$ cat config.mk
export PLATFORM = sky130hd
export DESIGN_NAME = tpi_iterator
export DESIGN_NICKNAME = d
export VERILOG_FILES = /design/src/rtl/tpi_pkg.sv /design/src/rtl/tpi_first_set.sv /design/src/rtl/tpi_offset_map.sv /design/src/rtl/tpi_iterator.sv
export SDC_FILE = /design/constraint.sdc
export NUM_CORES = 1
export LEC_CHECK = 0
export ABC_CLOCK_PERIOD_IN_PS = 3200
export BUFFER_PORTS_ARGS = -buffer_cell sky130_fd_sc_hd__buf_2
export CAP_MARGIN = 40
export CORE_UTILIZATION = 45
export CTS_BUF_LIST = sky130_fd_sc_hd__clkbuf_8
export CTS_CLUSTER_DIAMETER = 150
export DETAILED_ROUTE_END_ITERATION = 10
export GPL_ROUTABILITY_DRIVEN = 0
export GPL_TIMING_DRIVEN = 0
export PLACE_DENSITY_LB_ADDON = 0.2
export SYNTH_ARGS = -nofsm -noshare
export SYNTH_HDL_FRONTEND = slang
export SYNTH_SLANG_ARGS = --single-unit
$ cat constraint.sdc
create_clock -name clk -period 3.2 [get_ports clk]
set_clock_uncertainty 0.1 [all_clocks]
set_input_delay 0.16 -clock clk [delete_from_list [all_inputs] [get_ports clk]]
set_output_delay 0.16 -clock clk [all_outputs]
set_load 0.005 [all_outputs]
$ cat src/rtl/tpi_pkg.sv
package tpi_pkg;
  typedef enum logic [1:0] {ST_IDLE, ST_REQ, ST_WAIT, ST_SCAN} tpi_state_e;
  typedef enum logic {OP_LOAD = 1'b0, OP_NEXT = 1'b1} tpi_op_e;
endpackage

$ cat src/rtl/tpi_first_set.sv
module tpi_first_set #(
  parameter int FAN_LG = 2,
  parameter int WORD_W = 16,
  localparam int FAN = 1 << FAN_LG
) (
  input  logic [FAN*WORD_W-1:0] line,
  input  logic [FAN_LG:0]       start,
  output logic                  found,
  output logic [FAN_LG-1:0]     pos
);
  logic [FAN-1:0] hit;

  for (genvar j = 0; j < FAN; j++) begin : g_hit
    assign hit[j] = (line[j*WORD_W +: WORD_W] != '0) && ((FAN_LG+1)'(j) >= start);
  end

  always_comb begin
    found = |hit;
    pos   = '0;
    for (int j = FAN - 1; j >= 0; j--) begin
      if (hit[j]) pos = FAN_LG'(j);
    end
  end
endmodule

$ cat src/rtl/tpi_offset_map.sv
module tpi_offset_map #(
  parameter int LVLS   = 3,
  parameter int FAN_LG = 2,
  localparam int OFF_W = LVLS * FAN_LG,
  localparam int H_W   = $clog2(LVLS + 1)
) (
  input  logic [OFF_W-1:0]             offset_in,
  input  logic [H_W-1:0]               split_height,
  input  logic [H_W-1:0]               pack_height,
  input  logic [LVLS-1:0][FAN_LG-1:0]  cur_idx,
  output logic [LVLS-1:0][FAN_LG-1:0]  split_idx,
  output logic [OFF_W-1:0]             packed_off
);
  always_comb begin
    for (int l = 0; l < LVLS; l++) begin
      split_idx[l] = '0;
      if (l < int'(split_height))
        split_idx[l] = FAN_LG'(offset_in >> ((int'(split_height) - 1 - l) * FAN_LG));
    end
    packed_off = '0;
    for (int l = 0; l < LVLS; l++) begin
      if (l < int'(pack_height))
        packed_off = (packed_off << FAN_LG) | OFF_W'(cur_idx[l]);
    end
  end
endmodule

$ cat src/rtl/tpi_iterator.sv
module tpi_iterator #(
  parameter int ID_W   = 8,
  parameter int WORD_W = 16,
  parameter int FAN_LG = 2,
  parameter int LVLS   = 3,
  localparam int FAN    = 1 << FAN_LG,
  localparam int LINE_W = FAN * WORD_W,
  localparam int OFF_W  = LVLS * FAN_LG,
  localparam int H_W    = $clog2(LVLS + 1)
) (
  input  logic              clk,
  input  logic              rst_n,
  input  logic              cmd_valid,
  output logic              cmd_ready,
  input  logic              cmd_op,
  input  logic [ID_W-1:0]   cmd_root,
  input  logic [H_W-1:0]    cmd_height,
  input  logic [OFF_W-1:0]  cmd_offset,
  output logic [WORD_W-1:0] cur_value,
  output logic [OFF_W-1:0]  cur_offset,
  output logic              at_end,
  output logic              busy,
  output logic              mem_req_valid,
  input  logic              mem_req_ready,
  output logic [ID_W-1:0]   mem_req_id,
  input  logic              mem_rsp_valid,
  input  logic [LINE_W-1:0] mem_rsp_line
);
  import tpi_pkg::*;

  tpi_state_e                 state;
  logic                       is_load;
  logic [H_W-1:0]             lvl;
  logic [FAN_LG:0]            start;
  logic [H_W-1:0]             height_q;
  logic [LVLS-1:0][LINE_W-1:0] line_q;
  logic [LVLS-1:0][FAN_LG-1:0] idx_q;
  logic                       end_q;
  logic [ID_W-1:0]            req_id_q;

  logic [LVLS-1:0][FAN_LG-1:0] split_idx;
  logic [H_W-1:0]             leaf_lvl;
  logic [LINE_W-1:0]          scan_line;
  logic                       f_found;
  logic [FAN_LG-1:0]          f_pos;
  logic                       cmd_fire;
  logic [ID_W-1:0]            load_child;

  function automatic logic [WORD_W-1:0] word_of(input logic [LINE_W-1:0] ln,
                                                input logic [FAN_LG-1:0] j);
    return ln[int'(j)*WORD_W +: WORD_W];
  endfunction

  assign leaf_lvl  = height_q - 1'b1;
  assign scan_line = line_q[lvl];
  assign busy      = (state != ST_IDLE);
  assign cmd_ready = !busy;
  assign cmd_fire  = cmd_valid && cmd_ready;
  assign at_end    = end_q;
  assign cur_value = end_q ? '0 : word_of(line_q[leaf_lvl], idx_q[leaf_lvl]);
  assign mem_req_valid = (state == ST_REQ);
  assign mem_req_id    = req_id_q;
  assign load_child    = word_of(mem_rsp_line, idx_q[lvl])[ID_W-1:0];

  tpi_first_set #(.FAN_LG(FAN_LG), .WORD_W(WORD_W)) i_first (
    .line(scan_line), .start(start), .found(f_found), .pos(f_pos)
  );

  tpi_offset_map #(.LVLS(LVLS), .FAN_LG(FAN_LG)) i_offmap (
    .offset_in(cmd_offset), .split_height(cmd_height), .pack_height(height_q),
    .cur_idx(idx_q), .split_idx(split_idx), .packed_off(cur_offset)
  );

  always_ff @(posedge clk) begin
    if (!rst_n) begin
      state    <= ST_IDLE;
      is_load  <= 1'b0;
      lvl      <= '0;
      start    <= '0;
      height_q <= H_W'(1);
      line_q   <= '0;
      idx_q    <= '0;
      end_q    <= 1'b1;
      req_id_q <= '0;
    end else begin
      case (state)
        ST_IDLE: if (cmd_fire) begin
          if (cmd_op == OP_LOAD) begin
            height_q <= cmd_height;
            idx_q    <= split_idx;
            is_load  <= 1'b1;
            lvl      <= '0;
            req_id_q <= cmd_root;
            end_q    <= (cmd_root == '0);
            if (cmd_root != '0) state <= ST_REQ;
          end else if (!end_q) begin
            is_load <= 1'b0;
            lvl     <= leaf_lvl;
            start   <= {1'b0, idx_q[leaf_lvl]} + (FAN_LG+1)'(1);
            state   <= ST_SCAN;
          end
        end
        ST_REQ: if (mem_req_ready) state <= ST_WAIT;
        ST_WAIT: if (mem_rsp_valid) begin
          line_q[lvl] <= mem_rsp_line;
          if (!is_load) begin
            start <= '0;
            state <= ST_SCAN;
          end else if (lvl == leaf_lvl) begin
            state <= ST_IDLE;
          end else if (load_child == '0) begin
            for (int l = 0; l < LVLS; l++)
              if (l > int'(lvl)) line_q[l] <= '0;
            state <= ST_IDLE;
          end else begin
            lvl      <= lvl + 1'b1;
            req_id_q <= load_child;
            state    <= ST_REQ;
          end
        end
        ST_SCAN: begin
          if (f_found) begin
            idx_q[lvl] <= f_pos;
            if (lvl == leaf_lvl) begin
              state <= ST_IDLE;
            end else begin
              req_id_q <= word_of(scan_line, f_pos)[ID_W-1:0];
              lvl      <= lvl + 1'b1;
              state    <= ST_REQ;
            end
          end else if (lvl == '0) begin
            end_q <= 1'b1;
            state <= ST_IDLE;
          end else begin
            lvl   <= lvl - 1'b1;
            start <= {1'b0, idx_q[lvl - 1'b1]} + (FAN_LG+1)'(1);
          end
        end
        default: state <= ST_IDLE;
      endcase
    end
  end

  // zero root gives an empty segment with no walk
  p_root_zero_r9: assert property (@(posedge clk) disable iff (!rst_n)
    cmd_fire && cmd_op == OP_LOAD && cmd_root == '0 |=> at_end && !busy && !mem_req_valid);

  // stalled request holds its ID
  p_req_hold_r11: assert property (@(posedge clk) disable iff (!rst_n)
    mem_req_valid && !mem_req_ready |=> mem_req_valid && $stable(mem_req_id));

  // a command presented while busy leaves the loaded height untouched
  p_refuse_r10: assert property (@(posedge clk) disable iff (!rst_n)
    busy && cmd_valid |=> $stable(height_q));

  // next at end is quiet
  p_end_quiet_r8: assert property (@(posedge clk) disable iff (!rst_n)
    at_end && !busy && cmd_valid && cmd_op == OP_NEXT |=> at_end && !busy && !mem_req_valid);

  // a completed next that is not at end lands on a non-zero element
  p_next_nonnull_r3: assert property (@(posedge clk) disable iff (!rst_n)
    $fell(busy) && !is_load && !at_end |-> cur_value != '0);

  // a hit in the cached leaf finishes without a request
  p_leaf_hit_r5: assert property (@(posedge clk) disable iff (!rst_n)
    state == ST_SCAN && lvl == leaf_lvl && f_found |=> !busy && !mem_req_valid);
endmodule

Word-level counts from Yosys, hierarchy flattened
Index checks and enable logic that the tools add are counted.

Flip-flop bits (word level): 217. Bits in latches: 0. RAM bits: 0. Bits in read-only memories: 0. Input port bits: 86. Output and inout bits: 34. Memories kept: 0.

$add $sub $neg: 8. $mul: 0. Divide/modulo/power cells: 0. Order comparisons: 16. Equal/unequal tests: 25. Shifts and indexed selects: 6. Mux-type cells: 84. Bitwise gates (word level): 3. Reductions and logical operators: 29.

Operators with widths (count): $mux W128 (3); $mux W64 (5); $bmux W64 S2 (2); $bwmux W192 (1); $demux W64 S2 (1); $shiftx A64 B7 Y8 (2); $shr A6 B32 Y2 (3); $mux W8 (8); $reduce_bool A16 Y1 (4); $shiftx A64 B7 Y16 (1); $mux W2 (31); $sub A31 B2 Y31 const B (1); $sub A31 B3 Y31 const B (1); $mux W6 (5); $ne A2 B2 Y1 const B (15); $pmux W8 S3 (1); $mux W3 (7); $reduce_and A9 Y1 (2); $logic_not A8 Y1 (2); $mux W16 (1); $ne A3 B3 Y1 const B (5); $bmux W2 S2 (3); $pmux W6 S2 (1); $lt A2 B3 Y1 const B (3); other kinds (38) (63).

Logic depth before layout (Yosys ltp)
Gate-level depths: netlist of the first run.

Depth after elaboration: 12. Gate-level depth with buffers: 14. Gate-level depth less buffers: 9.

Modules after synthesis
A second synthesis of the first run with hierarchy kept.

Cells, all modules: 1424. Area, all modules: 12390.6 um^2.

Modules (own cells, without submodules): tpi_iterator (instances 1, cells each 1348, area an instance 11805.1 um^2, seq. area each 4344.2 um^2); tpi_offset_map (instances 1, cells each 47, area an instance 367.9 um^2, seq. area each 0.0 um^2); tpi_first_set (instances 1, cells each 29, area an instance 217.7 um^2, seq. area each 0.0 um^2).

Worst setup path after synthesis of the first run
No wires, ideal clock.

Path type: register to output. From: reg height_q[0]. To: out cur_value[13]. Data arrival time: 2718 ps. Required time: 2940 ps. Path slack: 222 ps. Cell stages (with the launch flop): 10. Path through: dfxtp_1 > inv_1 > ha_1 > buf_1 > nand3_1 > o21ai_1 > clkbuf_1 > mux4_2 > a211oi_1 > nor3_1.

Cells in the longest elaborated chain, start to end: 5. Elaborated cells on any way between the ends: 7. Those cells by class: 1 x add/sub; 1 x shift; 5 x mux.

Ends and longest elaborated chain: from (decl) (RTL line tpi_iterator.sv:35) `logic [H_W-1:0] height_q;`; from (signal assigned) (RTL line tpi_iterator.sv:89) `height_q <= cmd_height;`; $sub A2 B1 Y2 (*) (RTL line tpi_iterator.sv:54) `assign leaf_lvl = height_q - 1'b1;`; $bmux W64 S2 or $bmux W2 S2 (tied branches) (RTL line tpi_iterator.sv:60) `assign cur_value = end_q ? '0 : word_of(line_q[leaf_lvl], idx_q[leaf_lvl]);`; $mux W64 (implied by the code) or $mux W2 (tied branches) (RTL line tpi_iterator.sv:60); $shiftx A64 B7 Y16 (*) (RTL line tpi_iterator.sv:51) `return ln[int'(j)*WORD_W +: WORD_W];`; $mux W16 (*) (RTL line tpi_iterator.sv:60); to (decl) (RTL line tpi_iterator.sv:19) `output logic [WORD_W-1:0] cur_value,`.

Mark *: on every way between the ends. The rest lies on a longest branch, timed or not. The select of a mux whose other input is x is not followed.

Worst setup path in the final report of the first run
From: reg lvl[1]. To: reg req_id_q[6] (netlist: mem_req_id[6]).

Cells in the longest elaborated chain, start to end: 12. Elaborated cells on any way between the ends: 33. Those cells by class: 5 x eq/ne; 2 x shift; 15 x mux; 11 x reduce/logical.

Ends and longest elaborated chain: from (decl) (RTL line tpi_iterator.sv:33) `logic [H_W-1:0] lvl;`; from (signal assigned) (RTL line tpi_iterator.sv:98) `lvl <= leaf_lvl;`; from (signal assigned) (RTL line tpi_iterator.sv:116) `lvl <= lvl + 1'b1;`; from (signal assigned) (RTL line tpi_iterator.sv:128) `lvl <= lvl + 1'b1;`; $bmux W64 S2 (RTL line tpi_iterator.sv:55) `assign scan_line = line_q[lvl];`; $mux W64 (implied by the code) (RTL line tpi_iterator.sv:55); $reduce_bool A16 Y1 (RTL line tpi_first_set.sv:14) `assign hit[j] = (line[j*WORD_W +: WORD_W] != '0) && ((FAN_LG+1)'(j) >= start);`; $logic_and A1 B1 Y1 (RTL line tpi_first_set.sv:14); $mux W2 (4 in a row) (RTL line tpi_first_set.sv:21) `if (hit[j]) pos = FAN_LG'(j);`; $shiftx A64 B7 Y8 (RTL line tpi_iterator.sv:51); $mux W8 (RTL line tpi_iterator.sv:124) `if (lvl == leaf_lvl) begin`; $mux W8 (RTL line tpi_iterator.sv:122) `if (f_found) begin`; $pmux W8 S3 (RTL line tpi_iterator.sv:86) `case (state)`; to (signal assigned) (RTL line tpi_iterator.sv:93) `req_id_q <= cmd_root;`; to (signal assigned) (RTL line tpi_iterator.sv:117) `req_id_q <= load_child;`; to (signal assigned) (RTL line tpi_iterator.sv:127) `req_id_q <= word_of(scan_line, f_pos)[ID_W-1:0];`; to (decl) (RTL line tpi_iterator.sv:39) `logic [ID_W-1:0] req_id_q;`.

Parallel ways exist; a longest one is shown, timed or not. The select of a mux whose other input is x is not followed. A chain may end at the register's enable or synchronous reset.

==> results of run 1 <==
==> cells by family (layout without fill, tap and decap cells) <==
logic type | count (synthesis) | after routing
xor gates and xnor gates | 2 | 2
muxes | 113 | 113
DFF | 217 | 217
buffers and inverters | 139 | 458
adders and majority gates | 12 | 12
and+or+nand+nor | 303 | 303
AOI/OAI and AO/OA | 458 | 459
==> report_power, final <==
group          total [mW]  internal (mW)  switching, mW
Clock                2.55           1.39           1.16
Combinational        7.26           2.94           4.32
Sequential           3.13           2.90          0.221
Total                12.9           7.24           5.70
==> per-layer routing <==
metal  wire length (um)  track usage
met1              18500        0.444
met2              20400        0.539
met3               5590       0.0835
met4               3660        0.220
met5                  0            0
==> through the flow <==
step	setup slack, ns	utilization	cell area (um^2)
finish	-0.191	0.626	15700
global route	-0.207	0.626	15700
CTS	-0.00770	0.597	15000
detailed placement	-1.26	0.500	12600
global placement	-1.49	0.497	12500
floorplan	0.222	-	11500
==> sequential cells by signal, summed over array words and instances (netlist names) <==
register,cells
lvl,2
start,3
line_q,192
height_q,2
is_load,1
state,2
at_end,1
idx_q,6
mem_req_id,8
==> worst reg2reg max path: stages, from the launching register on <==
cell and delay (ns):
dfxtp_2 0.36, buf_6 0.15, buf_12 0.17, buf_12 0.14, mux2_2 0.34, a22oi_2 0.27
nand4_1 0.27, o31ai_4 0.37, buf_4 0.18, a21oi_4 0.07, clkbuf_4 0.23, nor3_1 0.25
o32ai_1 0.15, o221a_1 0.23
==> worst paths after layout <==
path / from / endpoint / slack (ns) / cells after the start
max reg2reg: lvl[1]$_SDFFE_PN0P_ / mem_req_id[6]$_SDFFE_PN0P_ / -0.19 / 13
min reg2reg: line_q[53]$_SDFFE_PN0P_ / line_q[53]$_SDFFE_PN0P_ / 0.37 / 2
min: mem_rsp_valid / state[1]$_SDFFE_PN0P_ / 0.02 / 6
max: lvl[1]$_SDFFE_PN0P_ / mem_req_id[6]$_SDFFE_PN0P_ / -0.19 / 13
==> layout make-up <==
| class | count | area, um^2 | area share |
|---|---|---|---|
| Clock buffer | 47 | 647 | 0.0411 |
| Inverter | 32 | 128 | 0.00812 |
| Multi-Input combinational cell | 889 | 7340 | 0.467 |
| Tap cell | 330 | 413 | 0.0263 |
| Buffer | 103 | 706 | 0.0449 |
| Timing Repair Buffer | 264 | 2050 | 0.131 |
| Clock inverter | 12 | 83.8 | 0.00533 |
| Sequential cell | 217 | 4350 | 0.277 |
==> cells in the final DEF, fill, tap and decap left out, drive strengths merged, types with 3 or more instances in the layout <==
cell type / instances
dfxtp: 217
a211oi: 6
nor2b: 3
o211ai: 37
buf: 223
o2111a: 3
nor3b: 3
clkbuf: 117
o31ai: 11
nand4b: 3
nor3: 36
mux2i: 68
a32oi: 9
o221a: 8
dlygate4sd3: 73
nand3: 9
o21ai: 42
mux2: 13
nor2: 31
nand2: 163
or2: 4
o211a: 6
inv: 41
a22o: 129
ha: 12
o32ai: 8
a21boi: 9
a21oi: 115
mux4: 32
nor4: 29
a22oi: 13
and3: 8
o221ai: 5
o22ai: 17
o2bb2ai: 25
nand4: 7
==> timing repair <==
action,CTS,global route
hold endpoints to repair,201,0
hold buffers,73,0
pin swaps,40,44
cloned,2,2
setup buffers,41,24
setup endpoints to repair,225,217
resized for setup,148,141
==> flow_summary.yaml, run 1 <==
cts:
  cts_buffers: 38
  cts_sinks: 217
  cts_buffer_depth: 3
  root_buffer: "clkbuf_8"
  path_clk_slew_ns: 0.06
  h-tree-depth: 2
  clkLatencyLatePin_ns: 0.57
  cts_tree: "done"
timing:
  whs_ns: 0.0172
  fin_crit_sh: 1.06
  setup_slack_ns: -0.191
  grt_setup_unrepaired: "yes"
  drv_slew: 0
  fmax_ghz: 0.295
  setup_tns_ns: -4.68
  finalHoldViolations: 0
  maxSlewHeadroom: 0.399
  setup_viol: 105
  worstMarginPinSlew_ns: 0.901
  timing.final.crit_period_ns: 3.39
critical_path:
  crit_fanout: 10
  crit_arrival_ns: 3.75
  path_class: "flop to flop"
  crit_path_start_kind: "flop"
  endpoint_kind: "flop"
  cp_common_cell: "buf_12"
  critical-path-slowest-cell: "o31ai_4"
  crit_buf_inv: 5
  cp.required_ns: 3.55
  cp_cell_sequence: "buf_6 > buf_12 > buf_12 > mux2_2 > a22oi_2 > nand4_1 > o31ai_4 > buf_4 > a21oi_4 > clkbuf_4 > nor3_1 > o32ai_1 > o221a_1"
  max_stage_delay_ns: 0.37
  crit_family: "compound AO/OA/AOI/OAI gates"
yosys:
  synthArstFlopShare: 0
  synth_compound_area_frac: 0.295
  synth.top_cell.area_share: 0.379
  synth.top_cells.by_area: "dfxtp_1, a22o_1, mux4_2, mux2i_1, nand2_1"
  synthAdderAreaFrac: 0.0131
  synth_xor_area_frac: 0.00153
  syn_inst: 1244
  synthSimpleGateAreaFrac: 0.122
  synth_top_family_by_area: "compound AO/OA/AOI/OAI gates"
  yosysUniqueCellTypes: 74
  syn-cell-area_um2: 11500
  muxShareOfSynthArea: 0.135
  synth_common_cells: "dfxtp_1, nand2_1, a22o_1"
  synth.most_common_cell: "dfxtp_1"
  synth_flop_cell: "dfxtp_1"
  synth_warnings: 0
  yosysSeqAreaShare: 0.379
  synth_edf_count: 0
  synth_nets: 1342
  ys_ff_latch: 217
  syn_area_per_cell_um2: 9.22
  yosys.area.top_type: "dfxtp_1"
finish:
  final_nets: 1643
  stdcell_count: 1894
  antenna_cells: 0
  area_delta_synth_final_pct: 37.2
  fill_cells: 2143
  drive_above_1_share: 0.300
global_route:
  grt_overflow: 0
  grt_max_degree: 12
  grt_pass1_vias: 11500
  grt_pass1_wl_um: 68600
  antenna_found_initial: 0
  gr-usage-all-layers: 0.351
floorplan:
  coreArea_um2: 25100
  start_util: 0.457
  std_cell_rows: 58
  die_y_um: 162
  die-area_um2: 26100
  fp.dieW_um: 162
  io_pins: 120
hold_path:
  min_path_type: "input pin to flop"
run_status:
  violations: "setup timing"
  status: "finished with violations"
place:
  dp.cells: 1700
  hpwlAfterDp_um: 33700
  port_buffers: 119
power_and_ir_drop:
  total_power_mw: 12.9
  p_leak_nw: 5.97
  powerDensity_nw_per_um2: 823
  ir_drop_mv: 0.561
run:
  maxCapViolCount: 0
routing:
  antenna_left: 0
  drt_iter0_drc: 1346
  wl_per_cell_um: 25.4
  via_count: 12400
  viasPerCell: 6.53
  wl_um: 48200
  dr.pass1.iters: 5
  drc_errors: 0
Note: power is estimated with default switching activity, not from simulation.
==> run 2: changes to the inputs <==
Settings changed: CORE_UTILIZATION 45 to 38.
==> flow_summary.yaml, run 2 (synthesized netlist as in run 1, its figures left out) <==
finish:
  area_delta_synth_final_pct: 42.8
  final_cell_mix: "dfxtp_1, nand2_1, a22o_1"
  fill_cells: 2685
  antenna_cells: 0
  post-route-util: 0.552
  final_common_cell: "dfxtp_1"
  largest_reg_flops: 192
  drive_above_1_share: 0.331
  final_nets: 1660
  top_register: "line_q"
cts:
  cts_sinks: 217
  cts_tree: "done"
  cts_buffer_depth: 3
  clkLatencyLatePin_ns: 0.55
  h-tree-depth: 2
  cts_buffers: 40
  path_clk_slew_ns: 0.07
  root_buffer: "clkbuf_8"
global_route:
  gr-usage-all-layers: 0.308
  grt_max_degree: 12
  grt_overflow: 0
  grt_pass1_vias: 11700
  antenna_found_initial: 0
  grt_pass1_wl_um: 71300
power_and_ir_drop:
  p_int_mw: 7.48
  pwr-share-clk: 0.200
  switching_power_mw: 5.80
  comb_power_share: 0.563
  total_power_mw: 13.3
  p_leak_nw: 6.25
  ir_drop_mv: 0.663
  p_seq_frac: 0.237
  sw_frac_of_total: 0.437
  powerDensity_nw_per_um2: 811
routing:
  wl_per_cell_um: 25.1
  wl_um: 49700
  via_count: 12300
  drt_iter0_drc: 1416
  antenna_left: 0
  dr.pass1.iters: 8
  viasPerCell: 6.22
  drc_errors: 0
critical_path:
  r2r_cells: 13
  path_class: "flop to flop"
  crit_fanout: 7
  r2r_start: "lvl[1]$_SDFFE_PN0P_"
  crit_path_start_kind: "flop"
  cp.required_ns: 3.57
  crit_arrival_ns: 3.74
  startpoint: "lvl[1]$_SDFFE_PN0P_"
  endpoint_kind: "flop"
timing:
  timing.final.crit_period_ns: 3.37
  drv_slew: 0
  setup_viol: 98
  setup_slack_ns: -0.172
  fmax_ghz: 0.297
  fin_crit_sh: 1.05
  finalHoldViolations: 0
  grt_setup_unrepaired: "yes"
  worstMarginPinSlew_ns: 0.887
  maxSlewHeadroom: 0.409
floorplan:
  fp.dieW_um: 176
  io_pins: 120
  start_util: 0.387
  std_cell_rows: 63
  die-area_um2: 30900
  die_y_um: 176
  coreArea_um2: 29600
run:
  maxCapViolCount: 0
place:
  hpwlAfterDp_um: 35400
  port_buffers: 119
hold_path:
  whs_path_depth: 4
  min_path_type: "input pin to flop"
  min-delay-start: "cmd_root[1]"
run_status:
  violations: "setup timing"
  status: "finished with violations"
[run 2: cell types whose count changed in the layout (fill, tap and decap cells not counted), moves of 5 or more]
cell / previous run / this run
a21boi_0: 9 / 0
clkbuf_8: 53 / 48
o2bb2ai_1: 17 / 8
o21ai_0: 16 / 9
buf_8: 7 / 14
inv_1: 39 / 44
dlygate4sd3_1: 73 / 68
clkbuf_2: 12 / 6
buf_4: 61 / 78
a21boi_1: 0 / 9
clkbuf_16: 1 / 6
o2bb2ai_2: 5 / 14
[run 2: power by group through the flow]
stage	clock network [mW]	registers, mW	logic (mW)
finish	2.66	3.14	7.48
global route	2.80	3.16	7.81
CTS	2.67	3.12	6.47
detailed placement	0	3.16	4.90
global placement	0	3.15	4.79
floorplan	0	3.08	3.37
[run 2: worst paths after layout]
path	endpoint	slack, ns
min reg2reg	line_q[27]$_SDFFE_PN0P_	0.37
max reg2reg	start[1]$_SDFFE_PN0P_	-0.17
min	mem_req_id[1]$_SDFFE_PN0P_	0.03
max	start[1]$_SDFFE_PN0P_	-0.17
[run 2: layout make-up]
| class | instances | area [um^2] | share of cell area |
|---|---|---|---|
| inverter | 32 | 136 | 0.00833 |
| multi-input combinational | 888 | 7560 | 0.462 |
| clock buffer | 45 | 619 | 0.0378 |
| tap | 390 | 488 | 0.0298 |
| buffer | 102 | 785 | 0.0479 |
| timing repair buffer | 281 | 2270 | 0.139 |
| sequential | 217 | 4360 | 0.266 |
| clock inverter | 23 | 153 | 0.00932 |
[run 2: repair_timing]
action                                 CTS  global route
setup endpoints to repair              226           181
cloned                                   2             6
hold buffers                            68             0
pin swaps                               44           114
setup buffers                           47            35
resized for setup                      204           189
endpoints found under the hold margin  196             0
[run 2: metrics by stage]
stage | instance area, um^2 | std cells | hold WS [ns] | TNS, ns | worst slack, ns
2_1_floorplan | 11500 | 1244 | 0.186 | 0 | 0.222
3_3_place_gp | 12500 | 1753 | 0.306 | -119.02 | -1.64
3_5_place_dp | 12600 | 1761 | 0.303 | -105.88 | -0.847
4_1_cts | 15300 | 1942 | 0.00201 | -0.0594 | -0.0257
5_1_grt | 16400 | 1978 | 0.0218 | -5.54 | -0.144
6_report | 16400 | 1978 | 0.0277 | -3.85 | -0.172
[run 2: per-layer routing]
metal  track usage  vias up  share of wire
met5             0        -              0
met4         0.174        0          0.059
met3        0.0474      154          0.088
met2         0.485      694           0.45
met1         0.403     6028           0.41
li1              -     5431              -
[run 2: worst max-delay path: stages (launching register included)]
cell	delay [ns]
dfxtp_4	0.39
buf_8	0.13
buf_12	0.15
buf_12	0.13
buf_4	0.12
clkinvlp_4	0.22
ha_1	0.57
mux2i_1	0.24
nor2_1	0.07
a311oi_1	0.41
a21oi_1	0.16
ha_1	0.32
nand4b_1	0.10
a21oi_1	0.17
==> run 3: changes to the inputs <==
Settings changed: ABC_AREA set to 1.
==> flow_summary.yaml, run 3 <==
yosys:
  synthAdderAreaFrac: 0.0107
  muxShareOfSynthArea: 0.00143
  synthSimpleGateAreaFrac: 0.286
  yosys.area.top_type: "dfxtp_1"
  yosysSeqAreaShare: 0.310
  yosysUniqueCellTypes: 44
  synth_compound_area_frac: 0.276
  syn_area_per_cell_um2: 6.10
  synth_flop_cell: "dfxtp_1"
  synth_xor_area_frac: 0
  synth.top_cell.area_share: 0.310
  syn-cell-area_um2: 14000
  synthArstFlopShare: 0
  synth_common_cells: "nand2_1, a21oi_1, o21ai_0"
  syn_inst: 2301
  synth_top_family_by_area: "simple AND/OR/NAND/NOR gates"
  synth_nets: 2399
  synth.top_cells.by_area: "dfxtp_1, nand2_1, a21oi_1, o21ai_0, nand3_1"
  synth_edf_count: 0
  synth_warnings: 0
  synth.most_common_cell: "nand2_1"
  ys_ff_latch: 217
timing:
  drv_slew: 0
  maxSlewHeadroom: 0.406
  setup_slack_ns: -0.192
  grt_setup_unrepaired: "yes"
  finalHoldViolations: 0
  timing.final.crit_period_ns: 3.39
  whs_ns: 0.0355
  fin_crit_sh: 1.06
  worstMarginPinSlew_ns: 0.891
  fmax_ghz: 0.295
  setup_viol: 16
cts:
  clkLatencyLatePin_ns: 0.60
  cts_sinks: 217
  cts_buffers: 41
  root_buffer: "clkbuf_8"
  h-tree-depth: 2
  path_clk_slew_ns: 0.06
  cts_tree: "done"
  cts_buffer_depth: 3
critical_path:
  crit_arrival_ns: 3.13
  r2r_start: "lvl[0]$_SDFFE_PN0P_"
  r2r_cells: 17
  startpoint: "height_q[1]$_SDFFE_PN0P_"
  cp.required_ns: 2.94
  rrSetupSlack_ns: 0.01
  path_class: "flop to primary output"
  crit_fanout: 10
  rr_endpoint: "mem_req_id[6]$_SDFFE_PN0P_"
  crit_path_start_kind: "flop"
  endpoint_kind: "primary output"
routing:
  antenna_left: 0
  dr.pass1.iters: 6
  via_count: 18000
  wl_per_cell_um: 23.0
  drc_errors: 0
  drt_iter0_drc: 2816
  wl_um: 70400
  viasPerCell: 5.87
global_route:
  gr-usage-all-layers: 0.358
  antenna_found_initial: 3
  grt_pass1_vias: 16400
  grt_pass1_wl_um: 101000
  grt_max_degree: 12
  grt_overflow: 0
power_and_ir_drop:
  ir_drop_mv: 0.526
  powerDensity_nw_per_um2: 919
  p_leak_nw: 6.62
finish:
  final_cell_mix: "nand2_1, a21oi_1, o21ai_0"
  final_common_cell: "nand2_1"
  top_register: "line_q"
  area_delta_synth_final_pct: 26.8
  largest_reg_flops: 192
  final_nets: 2667
  drive_above_1_share: 0.150
  fill_cells: 3832
floorplan:
  die_y_um: 194
  die-area_um2: 37700
  io_pins: 120
  start_util: 0.385
  std_cell_rows: 70
  coreArea_um2: 36400
  fp.dieW_um: 194
hold_path:
  holdPathEnd: "state[1]$_SDFFE_PN0P_"
  whs_path_depth: 4
  min_path_type: "input pin to flop"
  min-delay-start: "mem_req_ready"
run_status:
  status: "finished with violations"
  violations: "setup timing"
place:
  hpwlAfterDp_um: 53100
  port_buffers: 119
  place_worst_setup_slack_ns: -1.03
run:
  maxCapViolCount: 0
## run 3: cell types whose count changed after synthesis, sizes merged, moves of 129 or more
cell   delta
a22o    -129
a21oi   +212
inv     +195
o21ai   +285
nand3   +209
nand2   +436
## run 3: report_power, final
| group | total (mW) | leakage (nW) | switching, mW | internal (mW) |
|---|---|---|---|---|
| clock network | 2.68 | 0.451 | 1.30 | 1.38 |
| logic | 10.4 | 4.41 | 7.08 | 3.34 |
| registers | 3.24 | 1.76 | 0.223 | 3.01 |
| total | 16.3 | 6.62 | 8.61 | 7.74 |
## run 3: cells by family after synthesis
logic type      count (synthesis)
simple gates                  941
buf+inv                       399
flops                         217
compound gates                730
mux                             2
fa+ha+maj                      12
## run 3: worst max path at each step
stage	slack, ns	end
after floorplan	0.59	start[1]$_SDFFE_PN0P_
after global placement	-1.11	cur_value[15]
after detailed placement	-1.03	cur_value[7]
after CTS	-0.13	cur_value[11]
after global routing	-0.22	cur_value[14]
final	-0.19	cur_value[7]
## run 3: layer usage
metal	global-route usage	share of wire
met1	0.458	0.38
met2	0.530	0.41
met3	0.113	0.14
met4	0.203	0.065
met5	0	0.00018
## run 3: final cells by class
cell class,instances,area [um^2],share of cell area
Multi-Input combinational cell,1685,8450,0.475
Sequential cell,217,4350,0.245
Timing Repair Buffer,229,1790,0.100
Buffer,167,986,0.0554
Inverter,228,865,0.0486
Clock buffer,49,674,0.0379
Tap cell,468,586,0.0329
Clock inverter,19,86.3,0.00485
Antenna cell,2,5.00,0.000281
## run 3: stage by stage
| step | std cells | instance area (um^2) | TNS (ns) | power (mW) | util |
|---|---|---|---|---|---|
| 2_1_floorplan | 2301 | 14000 | 0 | 9.08 | - |
| 6_report | 3064 | 17800 | -1.94 | 16.3 | 0.488 |
| 4_1_cts | 3055 | 17500 | -1.27 | 15.6 | 0.480 |
| 3_5_place_dp | 2891 | 15200 | -24.52 | 12.0 | 0.418 |
| 5_1_grt | 3063 | 17800 | -2.51 | 17.1 | 0.488 |
| 3_3_place_gp | 2888 | 15200 | -24.11 | 11.9 | 0.417 |
## run 3: repair_timing
item	in CTS	in global routing
hold buffers	79	0
hold endpoints to repair	204	0
gates cloned	4	1
setup endpoints to repair	106	70
setup buffers	16	7
resized for setup	151	75
pin swaps	29	36
## run 3: critical path, cell delays in order, from the launching register on
cell      delay [ns]
dfxtp_2         0.34
inv_2           0.05
ha_4            0.28
buf_4           0.13
clkbuf_2        0.30
clkbuf_2        0.30
nand2_1         0.08
o211ai_1        0.14
o211ai_1        0.19
nand3_1         0.17
nand2_1         0.12
a31oi_4         0.26
buf_2           0.16
